<file path="config.mk">
export PLATFORM = sky130hd
export DESIGN_NAME = rstctl_top
export DESIGN_NICKNAME = d
export VERILOG_FILES = /design/src/rtl/rstctl_pkg.sv /design/src/rtl/rstctl_sync.sv /design/src/rtl/rstctl_core.sv /design/src/rtl/rstctl_wdt_div.sv /design/src/rtl/rstctl_top.sv
export SDC_FILE = /design/constraint.sdc
export NUM_CORES = 1
export LEC_CHECK = 0
export CORE_ASPECT_RATIO = 2
export CORE_MARGIN = 1
export CORE_UTILIZATION = 48
export DETAILED_ROUTE_END_ITERATION = 10
export PLACE_DENSITY = 0.85
export REMOVE_ABC_BUFFERS = 1
export SYNTH_ARGS = -nofsm -noshare
export SYNTH_HDL_FRONTEND = slang
export SYNTH_HIERARCHICAL = 1
export SYNTH_SLANG_ARGS = --single-unit
</file>
<file path="constraint.sdc">
create_clock -name clk -period 3.5 [get_ports clk]
set_input_delay 0.7 -clock clk [delete_from_list [all_inputs] [get_ports clk]]
set_output_delay 0.7 -clock clk [all_outputs]
set_load 0.02 [all_outputs]
</file>
<file path="src/rtl/rstctl_pkg.sv">
package rstctl_pkg;
  localparam int NREQ = 8;
  // index of each synchronized request in the request vector
  localparam int RQ_SUPMON = 0;
  localparam int RQ_PIN    = 1;
  localparam int RQ_MCD    = 2;
  localparam int RQ_WDT    = 3;
  localparam int RQ_CMP    = 4;
  localparam int RQ_SW     = 5;
  localparam int RQ_FLASH  = 6;
  localparam int RQ_RTC    = 7;

  typedef enum logic [1:0] {
    CLK_INTOSC = 2'd0,
    CLK_EXTOSC = 2'd1,
    CLK_RTCOSC = 2'd2,
    CLK_ALTSRC = 2'd3
  } clk_choice_e;
endpackage

</file>
<file path="src/rtl/rstctl_sync.sv">
module rstctl_sync #(
  parameter int WIDTH  = 8,
  parameter int STAGES = 2
) (
  input  logic             clk,
  input  logic             arst,
  input  logic [WIDTH-1:0] d,
  output logic [WIDTH-1:0] q
);
  logic [WIDTH-1:0] stage_q [STAGES];

  for (genvar s = 0; s < STAGES; s++) begin : g_stage
    always_ff @(posedge clk or posedge arst) begin
      if (arst) stage_q[s] <= '0;
      else if (s == 0) stage_q[s] <= d;
      else stage_q[s] <= stage_q[(s > 0) ? s-1 : 0];
    end
  end

  assign q = stage_q[STAGES-1];
endmodule

</file>
<file path="src/rtl/rstctl_core.sv">
module rstctl_core
  import rstctl_pkg::*;
#(
  parameter int HOLD   = 16,
  parameter int MASK_D = 2
) (
  input  logic            clk,
  input  logic            por,
  input  logic [NREQ-1:0] req_s,
  output logic            sys_rst,
  output logic            pin_drive,
  output logic [NREQ:0]   flags
);
  localparam int CW = (HOLD > 1) ? $clog2(HOLD) : 1;

  logic [CW-1:0]     quiet_cnt;
  logic              drv_cause;
  logic [MASK_D-1:0] drv_hist;
  logic              self_mask;
  logic [NREQ-1:0]   req_eff;
  logic              any_eff;

  assign pin_drive = sys_rst & drv_cause;
  assign self_mask = pin_drive | (|drv_hist);

  always_comb begin
    req_eff         = req_s;
    req_eff[RQ_PIN] = req_s[RQ_PIN] & ~self_mask;
  end
  assign any_eff = |req_eff;

  // history of our own drive, matching the pin synchronizer latency
  always_ff @(posedge clk or posedge por) begin
    if (por) drv_hist <= '1;
    else     drv_hist <= {drv_hist[MASK_D-2:0], pin_drive};
  end

  always_ff @(posedge clk or posedge por) begin
    if (por) begin
      sys_rst   <= 1'b1;
      quiet_cnt <= '0;
      drv_cause <= 1'b1;
      flags     <= {{NREQ{1'b0}}, 1'b1};
    end else if (any_eff) begin
      sys_rst   <= 1'b1;
      quiet_cnt <= '0;
      if (req_eff[RQ_SUPMON]) drv_cause <= 1'b1;
      if (!sys_rst) flags <= {req_eff, 1'b0};
      else          flags <= flags | {req_eff, 1'b0};
    end else if (sys_rst) begin
      if (quiet_cnt == CW'(HOLD-1)) begin
        sys_rst   <= 1'b0;
        drv_cause <= 1'b0;
        quiet_cnt <= '0;
      end else begin
        quiet_cnt <= quiet_cnt + 1'b1;
      end
    end
  end

  AST_ENTRY: assert property (@(posedge clk) disable iff (por)
    any_eff |=> sys_rst);
  AST_HOLD_QUIET: assert property (@(posedge clk) disable iff (por)
    $fell(sys_rst) |-> !$past(any_eff));
  AST_DRIVE_CAUSE: assert property (@(posedge clk) disable iff (por)
    $rose(pin_drive) |-> $past(req_eff[RQ_SUPMON]));
  AST_FLAGS_SET: assert property (@(posedge clk) disable iff (por)
    sys_rst |-> (flags != '0));
endmodule

</file>
<file path="src/rtl/rstctl_wdt_div.sv">
module rstctl_wdt_div #(
  parameter int DIV = 12
) (
  input  logic clk,
  input  logic por,
  input  logic sys_rst,
  output logic tick
);
  localparam int DW = (DIV > 1) ? $clog2(DIV) : 1;

  logic [DW-1:0] div_cnt;

  always_ff @(posedge clk or posedge por) begin
    if (por)                          div_cnt <= '0;
    else if (sys_rst)                 div_cnt <= '0;
    else if (div_cnt == DW'(DIV - 1)) div_cnt <= '0;
    else                              div_cnt <= div_cnt + 1'b1;
  end

  assign tick = ~sys_rst & (div_cnt == DW'(DIV - 1));

  AST_TICK_GAP: assert property (@(posedge clk) disable iff (por)
    tick |=> !tick);
endmodule

</file>
<file path="src/rtl/rstctl_top.sv">
module rstctl_top
  import rstctl_pkg::*;
#(
  parameter int HOLD    = 16,
  parameter int WDT_DIV = 12,
  parameter int ADDR_W  = 16,
  parameter int PORT_W  = 8
) (
  input  logic              clk,
  input  logic              por_req,
  input  logic              supmon_req,
  input  logic              pin_rst_n,
  input  logic              mcd_pulse,
  input  logic              wdt_req,
  input  logic              cmp_req,
  input  logic              sw_req,
  input  logic              flash_err_req,
  input  logic              rtc_req,
  output logic              sys_rst,
  output logic              pin_drive,
  output logic [NREQ:0]     rst_flags,
  output logic [ADDR_W-1:0] boot_addr,
  output logic [1:0]        clk_sel,
  output logic              wdt_en,
  output logic [3:0]        wdt_div,
  output logic              wdt_tick,
  output logic [PORT_W-1:0] port_val,
  output logic              port_od,
  output logic              port_pullup
);
  localparam int SYNC_STAGES = 2;

  logic [NREQ-1:0] req_raw, req_s;

  always_comb begin
    req_raw            = '0;
    req_raw[RQ_SUPMON] = supmon_req;
    req_raw[RQ_PIN]    = ~pin_rst_n;
    req_raw[RQ_MCD]    = mcd_pulse;
    req_raw[RQ_WDT]    = wdt_req;
    req_raw[RQ_CMP]    = cmp_req;
    req_raw[RQ_SW]     = sw_req;
    req_raw[RQ_FLASH]  = flash_err_req;
    req_raw[RQ_RTC]    = rtc_req;
  end

  rstctl_sync #(.WIDTH(NREQ), .STAGES(SYNC_STAGES)) u_sync (
    .clk (clk),
    .arst(por_req),
    .d   (req_raw),
    .q   (req_s)
  );

  rstctl_core #(.HOLD(HOLD), .MASK_D(SYNC_STAGES)) u_core (
    .clk      (clk),
    .por      (por_req),
    .req_s    (req_s),
    .sys_rst  (sys_rst),
    .pin_drive(pin_drive),
    .flags    (rst_flags)
  );

  rstctl_wdt_div #(.DIV(WDT_DIV)) u_wdiv (
    .clk    (clk),
    .por    (por_req),
    .sys_rst(sys_rst),
    .tick   (wdt_tick)
  );

  assign boot_addr   = '0;
  assign clk_sel     = CLK_INTOSC;
  assign wdt_en      = ~sys_rst;
  assign wdt_div     = 4'(WDT_DIV);
  assign port_val    = '1;
  assign port_od     = 1'b1;
  assign port_pullup = 1'b1;
endmodule

</file>
Word-level counts from Yosys, hierarchy flattened. Index checks and enable logic that the tools add are counted.

Reductions and logical operators: 5. Shift-type cells: 0. $mul: 0. Magnitude comparators: 0. Bitwise logic cells: 8. Muxes and demuxes: 13. Add/sub/neg operators: 2. Equal/unequal tests: 3. Divide/modulo/power cells: 0.

Operators with widths (number): $mux 4 (5); $mux 9 (1); $or 9x9->9 (1); $add 4x1->4 const B (2); $eq 4x4->1 const B (2); $reduce_or 8->1 (1); $mux 1 (7); $reduce_bool 2->1 (2); $and 1x1->1 (3); $not 1->1 (3); $reduce_and 3->1 (1); $ne 2x2->1 const B (1); $reduce_or 2->1 (1); $or 1x1->1 (1).

Bits of input ports: 10. Memories kept: 0. Output and inout port bits: 45. ROM bits: 0. Bits in latches: 0. Bits in registers: 37. Bits in writable memories: 0. Word-level logic and storage cells: 39.

Logic depth before layout (Yosys ltp). Gate-level depths: netlist of run 1.

Word-level depth: 7. Gate-level depth with buffers: 5. Mapped depth without buffers: 4.

Cells and area by module. The synthesis of run 1 kept the hierarchy.

By module, submodules not included: rstctl_core (instances 1, area an instance 745.7 µm², seq. area each 431.7 µm², cells each 72); rstctl_sync (instances 1, area an instance 464.2 µm², seq. area each 400.4 µm², cells each 25); rstctl_top (instances 1, area an instance 255.2 µm², seq. area each 0.0 µm², cells each 36); rstctl_wdt_div (instances 1, area an instance 190.2 µm², seq. area each 100.1 µm², cells each 19).

Least setup slack after synthesis of run 1. No wires, ideal clock.

Kind: register -> output. Start point: register u_core.sys_rst. End point: output port pin_drive. Path buffers: 2. Required time: 2.800 ns. Cell stages (with the launch flop): 4. Setup slack: 1.425 ns. Data arrival time: 1.375 ns. Path through: dfstp_2 buf_2 clkbuf_1 and2_1.

Word-level cells in the longest chain between the ends: 1.

Ends and longest elaborated chain: start: declaration (line rstctl_core.sv:10) `output logic sys_rst,`; start signal: assignment (line rstctl_core.sv:40) `sys_rst <= 1'b1;`; start signal: assignment (line rstctl_core.sv:45) `sys_rst <= 1'b1;`; start signal: assignment (line rstctl_core.sv:52) `sys_rst <= 1'b0;`; $and 1x1->1 (line rstctl_core.sv:23) `assign pin_drive = sys_rst & drv_cause;`; end: declaration (line rstctl_top.sv:20) `output logic pin_drive,`.

No other way between the ends.

Final worst setup path of run 1. Ends and elaborated chain as after synthesis.

==> flow_results.org, run 1 <==
** STA
- For the pin with the worst max-slew slack, the measured transition is 0.653 ns.
- Max-Slew Margin vs Limit :: between 50% and 60%
- Final period utilization :: 74.0%
- Count of final setup violators :: 0
- For the final database, setup skew stands at 0.00859 ns.
- The number of pins with negative max-slew slack in the final report was 0.
- The final number of hold-violating endpoints came to 0.
- Period minus WS final :: 2.59 ns
- Fin Setup TNS :: 0 ns
- Setup repair after global routing left no endpoint under its margin.
- Based on the critical path, the design can be clocked at up to 386 MHz.

** Synth
- Yosys instantiated no cell more often than buf_4.
- The largest total area in the synthesized netlist belongs to dfrtp_1.
- Synthesis instantiated 33 different standard cells from the library.
- Counting flops with a built-in enable in the synthesized netlist gives 0.
- Dividing the synthesized area by the synthesized cell count gives 10.9 µm².
- After synthesis, the most frequently instantiated cells are 40 x buf_4, 32 x dfrtp_1, 17 x nor2_1, 12 x a21oi_1, 9 x inv_1.
- Summing every instance area after synthesis gives 1660 µm².
- Portion of the post-synthesis area used by sequential elements :: 56.3%
- The synthesized design devotes to its leading area cell type 48.4% of total area.
- Post-synthesis instance total :: between 150 and 200
- In the post-synthesis netlist, the biggest area contributors are dfrtp_1 48%, buf_4 18%, dfstp_2 7.9%.
- Async S/R FF share, synth :: 100%
- Number of flip-flops and latches in the synthesized netlist :: 37
- Among all flip-flop cells after synthesis, the most frequent one is dfrtp_1.
- The Yosys step of the flow raised 6 warnings.

** Route
- Drt initial violations :: 8
- Final WL :: 2.25 mm
- After detailed routing, the average wire length per cell comes to 11.3 µm.
- DRC errors left :: 2
- Length of the first detailed-routing pass in iterations :: 8
- Across all layers, the routed design uses 938 vias.
- Number of routed nets with antenna violations :: 0
- Routed vias/inst :: 4.69

** GRT
- Antenna violations before repair :: 0
- The number of global-route vias before repair is 897.
- Summed over all layers, the global routing overflow is 0.
- Largest net degree at the start of global routing :: 24
- Wire length of the first global-routing pass :: 3.85 mm
- Total global routing track utilization :: about 14%

** Critical path
- Critical-path cell with the highest stage delay :: dfstp_2
- Top delay family on crit path :: flip-flops
- For the worst setup path, the data required time is 2.80 ns.
- Worst Path Max Fanout :: 23
- The critical path goes through and2_1 -> clkdlybuf4s50_1.
- Type of origin of the critical path :: flip-flop
- Biggest cell delay along the critical path :: 0.80 ns
- Type of the setup path with the least slack :: flip-flop to output pin
- Worst Setup End Kind :: output pin
- Counting both buffers and inverters, the worst setup path holds a total of 1.
- Beginning of the worst register-to-register path :: u_core/sys_rst
- Critical Path Start :: u_core/sys_rst
- Signal arrival time at the worst endpoint :: 1.89 ns

** CTS
- The clock reaches the later pin of the worst-skew pair after around 0.28 ns.
- Max H-tree Level :: 2
- Post-CTS repair changed the size of 0 cells.
- The clock passes through at most 2 buffers.
- TritonCTS Buffers :: 5
- Number of hold buffers added after cts :: 0
- CTS Root Buffer Type :: clkbuf_8
- TritonCTS sink count :: 37
- Post-CTS setup buffer count :: 0
- TritonCTS built the clock tree.
- After clock tree synthesis, the clock-pin slew on the worst setup and hold paths is 0.07 ns.

** Flow run
- Max Cap Viol :: 0

** Hold path
- The worst hold path begins at u_sync/stage_q[8].
- Hold WC Path Type :: flip-flop to flip-flop

** Die
- Die span in y :: 85.1 µm
- The floorplan step set the die width to 43.5 µm.
- Number of cell rows :: 29
- The floorplan step defined a die boundary enclosing 3700 µm².
- Area of the core :: 3230 µm²
- Boundary pin count :: 55
- Once the floorplan was initialized, standard cells occupied 51.3% of the core.

** Place
- In this run the cell area measured after placement is 1710 µm².
- Counting tap cells, the placed design contains a total of 192 instances.
- At the end of routability-driven placement, the weighted congestion stood at ~0.67.
- Buffers added on ports :: 22
- The HPWL after detailed placement is 1.70 mm.

** Power and ir drop
- Power spread over the standard cell area amounts to 433 nW/µm².
- After layout, the design draws a total of a little under 0.8 mW.
- Leakage power figure :: 0.816 nW
- The worst-case IR drop observed on VDD is 0.332 mV.

** Finish
- Number of diodes :: 0
- After routing the design area is 1790 µm².
- The net count of the finished layout is 180.
- Finished Layout Cells :: 200
- Fraction of final layout cells sized beyond drive strength 1 :: roughly a tenth
- Layout overhead on the synthesized area :: 8.31%

** Outcome
- The final reports fail on design-rule violations.
- Result of the run :: finished with violations
-- worst register-to-register path: stages (launching register included) --
cell and delay [ns]:
dfstp_2 0.80, a211o_1 0.23, o211ai_2 0.26, o32a_1 0.43
-- cell families (layout without fill, tap and decap cells) --
family,count (synthesis),count (layout),synth area share [%]
other,2,32,0.454
XOR/XNOR,1,1,0.529
AO/OA/AOI/OAI,21,21,8.01
buffers and inverters,53,40,21.6
flip-flops,37,37,56.3
AND/OR/NAND/NOR,35,35,11.0
multiplexers,1,1,0.605
adder cells (fa/ha/maj),2,2,1.51
-- per-stage QoR --
| step | util (%) | setup slack, ns | hold WS (ns) |
|---|---|---|---|
| 6_report | 55.5 | 0.909 | 0.340 |
| 5_1_grt | 55.5 | 0.808 | 0.348 |
| 4_1_cts | 55.5 | 0.893 | 0.343 |
| 3_5_place_dp | 52.8 | 1.21 | 0.336 |
| 3_3_place_gp | 52.8 | 1.23 | 0.332 |
| 2_1_floorplan | - | 1.45 | 0.331 |
-- report_power, final --
part | switching [mW] | internal [mW] | leakage (nW)
sequential | 0.00644 | 0.438 | 0.423
clock | 0.140 | 0.137 | 0.0439
combinational | 0.0426 | 0.0119 | 0.350
total | 0.189 | 0.587 | 0.816
-- sequential cells by signal (all words and copies together) (netlist names) --
signal and flops:
u_sync/q 8, u_sync/stage_q 8, u_core/sys_rst 1, u_core/flags 9
u_core/drv_cause 1, u_core/quiet_cnt 4, u_core/drv_hist 2, u_wdiv/div_cnt 4
-- per-layer routing --
layer	track usage, %	part of all wire (%)
met5	0	0
met4	8.52	2.5
met1	15.8	38
met2	23.1	53
met3	4.47	6.4
-- cell type report --
class | count | area (µm²)
inverter | 10 | 37.5
tap | 31 | 38.8
sequential | 37 | 932
clock buffer | 5 | 68.8
clock inverter | 3 | 17.5
multi-input combinational | 92 | 478
fill | 297 | 1440
timing repair buffer | 22 | 220
-- placed cells by master, fill, tap and decap left out, drive strengths merged, types with 2 or more instances in the layout --
master	n
conb	32
nand3	3
clkinv	2
clkbuf	5
clkdlybuf4s50	22
dfstp	5
nor2	17
dfrtp	32
ha	2
inv	10
a21oi	12
or3	2
nand2	6
-- path summary, 6_finish.rpt --
check,slack (ns),cells past startpoint,to
worst min-delay path,0.34,0,u_sync/q[0]
worst max-delay path,0.91,2,pin_drive
worst max register to register,1.71,3,u_core/drv_cause
max in group asynchronous,2.22,2,u_core/flags[8]
worst min register to register,0.34,0,u_sync/q[0]
min in group asynchronous,0.66,2,u_wdiv/div_cnt[3]
Power figures use the tool's default switching activity.
==> run 2, diff against run 1 <==
--- a/config.mk
+++ b/config.mk
@@ -7,9 +7,9 @@
 export LEC_CHECK = 0
 export CORE_ASPECT_RATIO = 2
 export CORE_MARGIN = 1
-export CORE_UTILIZATION = 48
+export CORE_UTILIZATION = 41
 export DETAILED_ROUTE_END_ITERATION = 10
-export PLACE_DENSITY = 0.85
+export PLACE_DENSITY = 0.78
 export REMOVE_ABC_BUFFERS = 1
 export SYNTH_ARGS = -nofsm -noshare
 export SYNTH_HDL_FRONTEND = slang
==> constraint.sdc (replaced) <==
create_clock -name clk -period 2.1 [get_ports clk]
set_input_delay 0.42 -clock clk [delete_from_list [all_inputs] [get_ports clk]]
set_output_delay 0.42 -clock clk [all_outputs]
set_load 0.02 [all_outputs]
==> flow_results.org, run 2 (same netlist as run 1, synthesis figures left out) <==
** Outcome
- The flow ran to the end, and the final reports show no timing, DRC or antenna violations.

** STA
- The relative slew slack is 57.6% (+1.1 points).
- Setup repair after global routing missed its margin :: false
- Hold Slack :: 0.348 ns (+0.00794 ns)
- The total of endpoints with negative setup slack in the final report is 0 (unchanged).
- Skew final :: 0.00299 ns (-0.00560 ns)
- Static timing analysis puts the maximum clock frequency at 495 MHz.
- The transition time at the pin with the least slew margin is 0.636 ns (-0.0171 ns).
- Dividing the final minimum period by the clock period gives 96.1%.
- Setup WS post-layout :: 0.0816 ns (-0.827 ns)
- The number of pins with negative max-slew slack in the final report is 0 (unchanged).
- The final setup TNS came to 0 ns (unchanged).
- The final number of hold-violating endpoints was 0 (unchanged).
- Subtracting the final worst setup slack from the clock period gives 2.02 ns.

** Critical path
- Critical Path RT :: 1.68 ns (-1.12 ns)
- Beginning of the worst register-to-register path :: u_core/sys_rst
- Type of origin of the critical path :: flip-flop
- Critical Path Start :: u_wdiv/div_cnt[0]
- STA classifies the critical path endpoint as an output pin.
- Worst Path Max Fanout :: 3 (-87%)
- Type of the setup path with the least slack :: flip-flop to output pin
- Signal arrival time at the worst endpoint :: 1.60 ns (-0.29 ns)
- The worst setup slack for register-to-register paths is 0.21 ns (-1.50 ns).

** Power and ir drop
- Leakage power figure :: 0.838 nW (+2.7%)
- The total net switching power came to 0.330 mW (+74%).
- The logic gate share of total power is 7.0% (about the same).
- Max VDD drop :: 0.508 mV (+53%)
- Switching power share of the total :: 25.2% (+0.83 points)
- The total power divided by cell area came to 705 nW/µm² (+63%).
- The part of the total power dissipated in sequential elements is 56.6% (-0.7 points).
- Clock share of power :: 36.4% (+0.7 points)
- Internal Pwr Total :: 0.978 mW (+67%)

** CTS
- Clock transition at the registers of the reported paths :: 0.07 ns (about the same)
- The clock latency reported for the late side of the worst-skew pair is 0.28 ns (about the same).
- CTS Buffer Depth :: 2 (unchanged)
- TritonCTS built the clock tree.
- TritonCTS Buffers :: 5 (unchanged)
- Max H-tree Level :: 2 (unchanged)
- TritonCTS sink count :: 37 (unchanged)
- The total of hold buffers inserted after clock tree synthesis was 0 (unchanged).
- CTS Root Buffer Type :: clkbuf_8

** Route
- Drt initial violations :: 15 (+7)
- Routed via count :: 988 (+5.3%)
- The iteration count of the initial detailed-routing pass was 4 (-4).
- The sum of routed wire length over all layers is 2.33 mm (+3.5%).
- Average detailed-routed wire length per instance :: 10.4 µm (-8.0%)
- DRC errors left :: 0 (-2)
- Number of routed nets with antenna violations :: 0 (unchanged)
- Routed vias/inst :: 4.39 (-6.4%)

** Finish
- The area growth from synthesis to layout is 12.1%.
- The register with the most flip-flops in the final layout is u_core/flags.
- The top cell types in the final layout, fill and taps aside, are 32 x conb_1, 32 x dfrtp_1, 21 x clkdlybuf4s50_1.
- Number of diodes :: 0 (unchanged)
- Nets :: 185 (+2.8%)
- The count of non-filler cells in the finished layout came to 225 (+13%).
- Number of flip-flops in the largest register :: 9 (unchanged)
- The share of post-route cells with drive strength above 1 came to 12.6% (+2.6 points).

** Place
- Placed Instances :: 214 (+11%)
- The number of port buffers came to 22 (unchanged).
- Worst Setup Slack post-DPL :: 0.0796 ns (-1.13 ns)
- The placer's final routability congestion estimate is 0.679 (+0.98%).
- HPWL after DPL :: 1.70 mm (+0.47%)

** Die
- The die boundary width came to 46.9 µm (+7.8%).
- Die Footprint :: 4310 µm² (+16%)
- Starting Density :: 43.1% (-8.2 points)
- Boundary pin count :: 55 (unchanged)
- Die span in y :: 91.9 µm (+8.0%)
- The total number of placement rows is 32 (+10%).
- Area of the core :: 3840 µm² (+19%)

** GRT
- The pin count of the biggest net entering global routing was 18 (-25%).
- Via count of the first global-routing pass :: 910 (+1.4%)
- Antenna violations before repair :: 0 (unchanged)
- Total global routing track utilization :: 13.4% (-0.87 points)
- Congestion Overflow GR :: 0 (unchanged)
- The global-route wire length before repair is 4.02 mm (+4.3%).

** Hold path
- Hold WC Path Type :: flip-flop to flip-flop
- In this run the most critical hold path is launched from u_sync/stage_q[12].

** Flow run
- The max capacitance violation total came to 0 (unchanged).
==> run 2: changes by cell type in the layout (fill, tap and decap cells not counted), sizes merged <==
cell and delta:
buf +5, clkdlybuf4s15 +1, clkdlybuf4s50 -1
==> run 2: per-layer routing <==
| metal | global-route usage [%] | vias up | part of all wire, % |
|---|---|---|---|
| met1 | 13.4 | 475 | 37 |
| met4 | 7.86 | 0 | 3.1 |
| met2 | 22.5 | 51 | 53 |
| li1 | - | 456 | - |
| met3 | 4.13 | 6 | 6.9 |
| met5 | 0 | - | 0 |
==> run 2: path summary, 6_finish.rpt <==
check                               endpoint  cells past startpoint
max                                 wdt_tick                      4
min                              u_sync/q[4]                      0
max reg2reg                 u_core/drv_cause                      6
min reg2reg                      u_sync/q[4]                      0
max in group asynchronous    u_core/flags[5]                      2
min in group asynchronous  u_wdiv/div_cnt[1]                      2
==> run 2: layout make-up <==
type | instances | area (µm²)
fillers | 377 | 1990
clock buffers | 5 | 68.8
flip-flops and latches | 37 | 932
inverters | 10 | 37.5
multi-input cells | 92 | 478
clock inverters | 3 | 17.5
well taps | 51 | 63.8
repair buffers | 27 | 258
==> run 2: through the flow <==
step	utilization (%)	power, mW	area, µm²
2_1_floorplan	-	0.819	1450
3_3_place_gp	45.4	0.844	1750
3_5_place_dp	45.4	0.846	1750
4_1_cts	48.2	1.33	1850
5_1_grt	48.3	1.38	1860
6_report	48.3	1.31	1860
==> run 2: critical path, stage by stage (launching register included) <==
cell and delay [ns]:
dfrtp_1 0.38, ha_1 0.20, inv_1 0.08, nor4b_1 0.31, clkdlybuf4s15_1 0.35
==> run 2: power groups by stage <==
stage | Clock [mW] | Sequential (mW) | Combinational [mW]
global placement | 0 | 0.754 | 0.0905
CTS | 0.501 | 0.740 | 0.0914
global route | 0.540 | 0.742 | 0.101
finish | 0.476 | 0.741 | 0.0911
floorplan | 0 | 0.754 | 0.0652
detailed placement | 0 | 0.754 | 0.0914
==> run 2: timing repair <==
| item | in CTS | in global routing |
|---|---|---|
| buffers inserted | 3 | 0 |
| endpoints found under the setup margin | 2 | 1 |
| gates resized for setup | 1 | 1 |
| gates cloned | 0 | 0 |
| endpoints found under the hold margin | 0 | 0 |
==> run 3, diff against run 2 <==
--- a/config.mk
+++ b/config.mk
@@ -11,6 +11,7 @@
 export DETAILED_ROUTE_END_ITERATION = 10
 export PLACE_DENSITY = 0.78
 export REMOVE_ABC_BUFFERS = 1
+export SLEW_MARGIN = 15
 export SYNTH_ARGS = -nofsm -noshare
 export SYNTH_HDL_FRONTEND = slang
 export SYNTH_HIERARCHICAL = 1
==> results of run 3 <==
No change in the layout: final DEF, timing and power equal those of run 2.
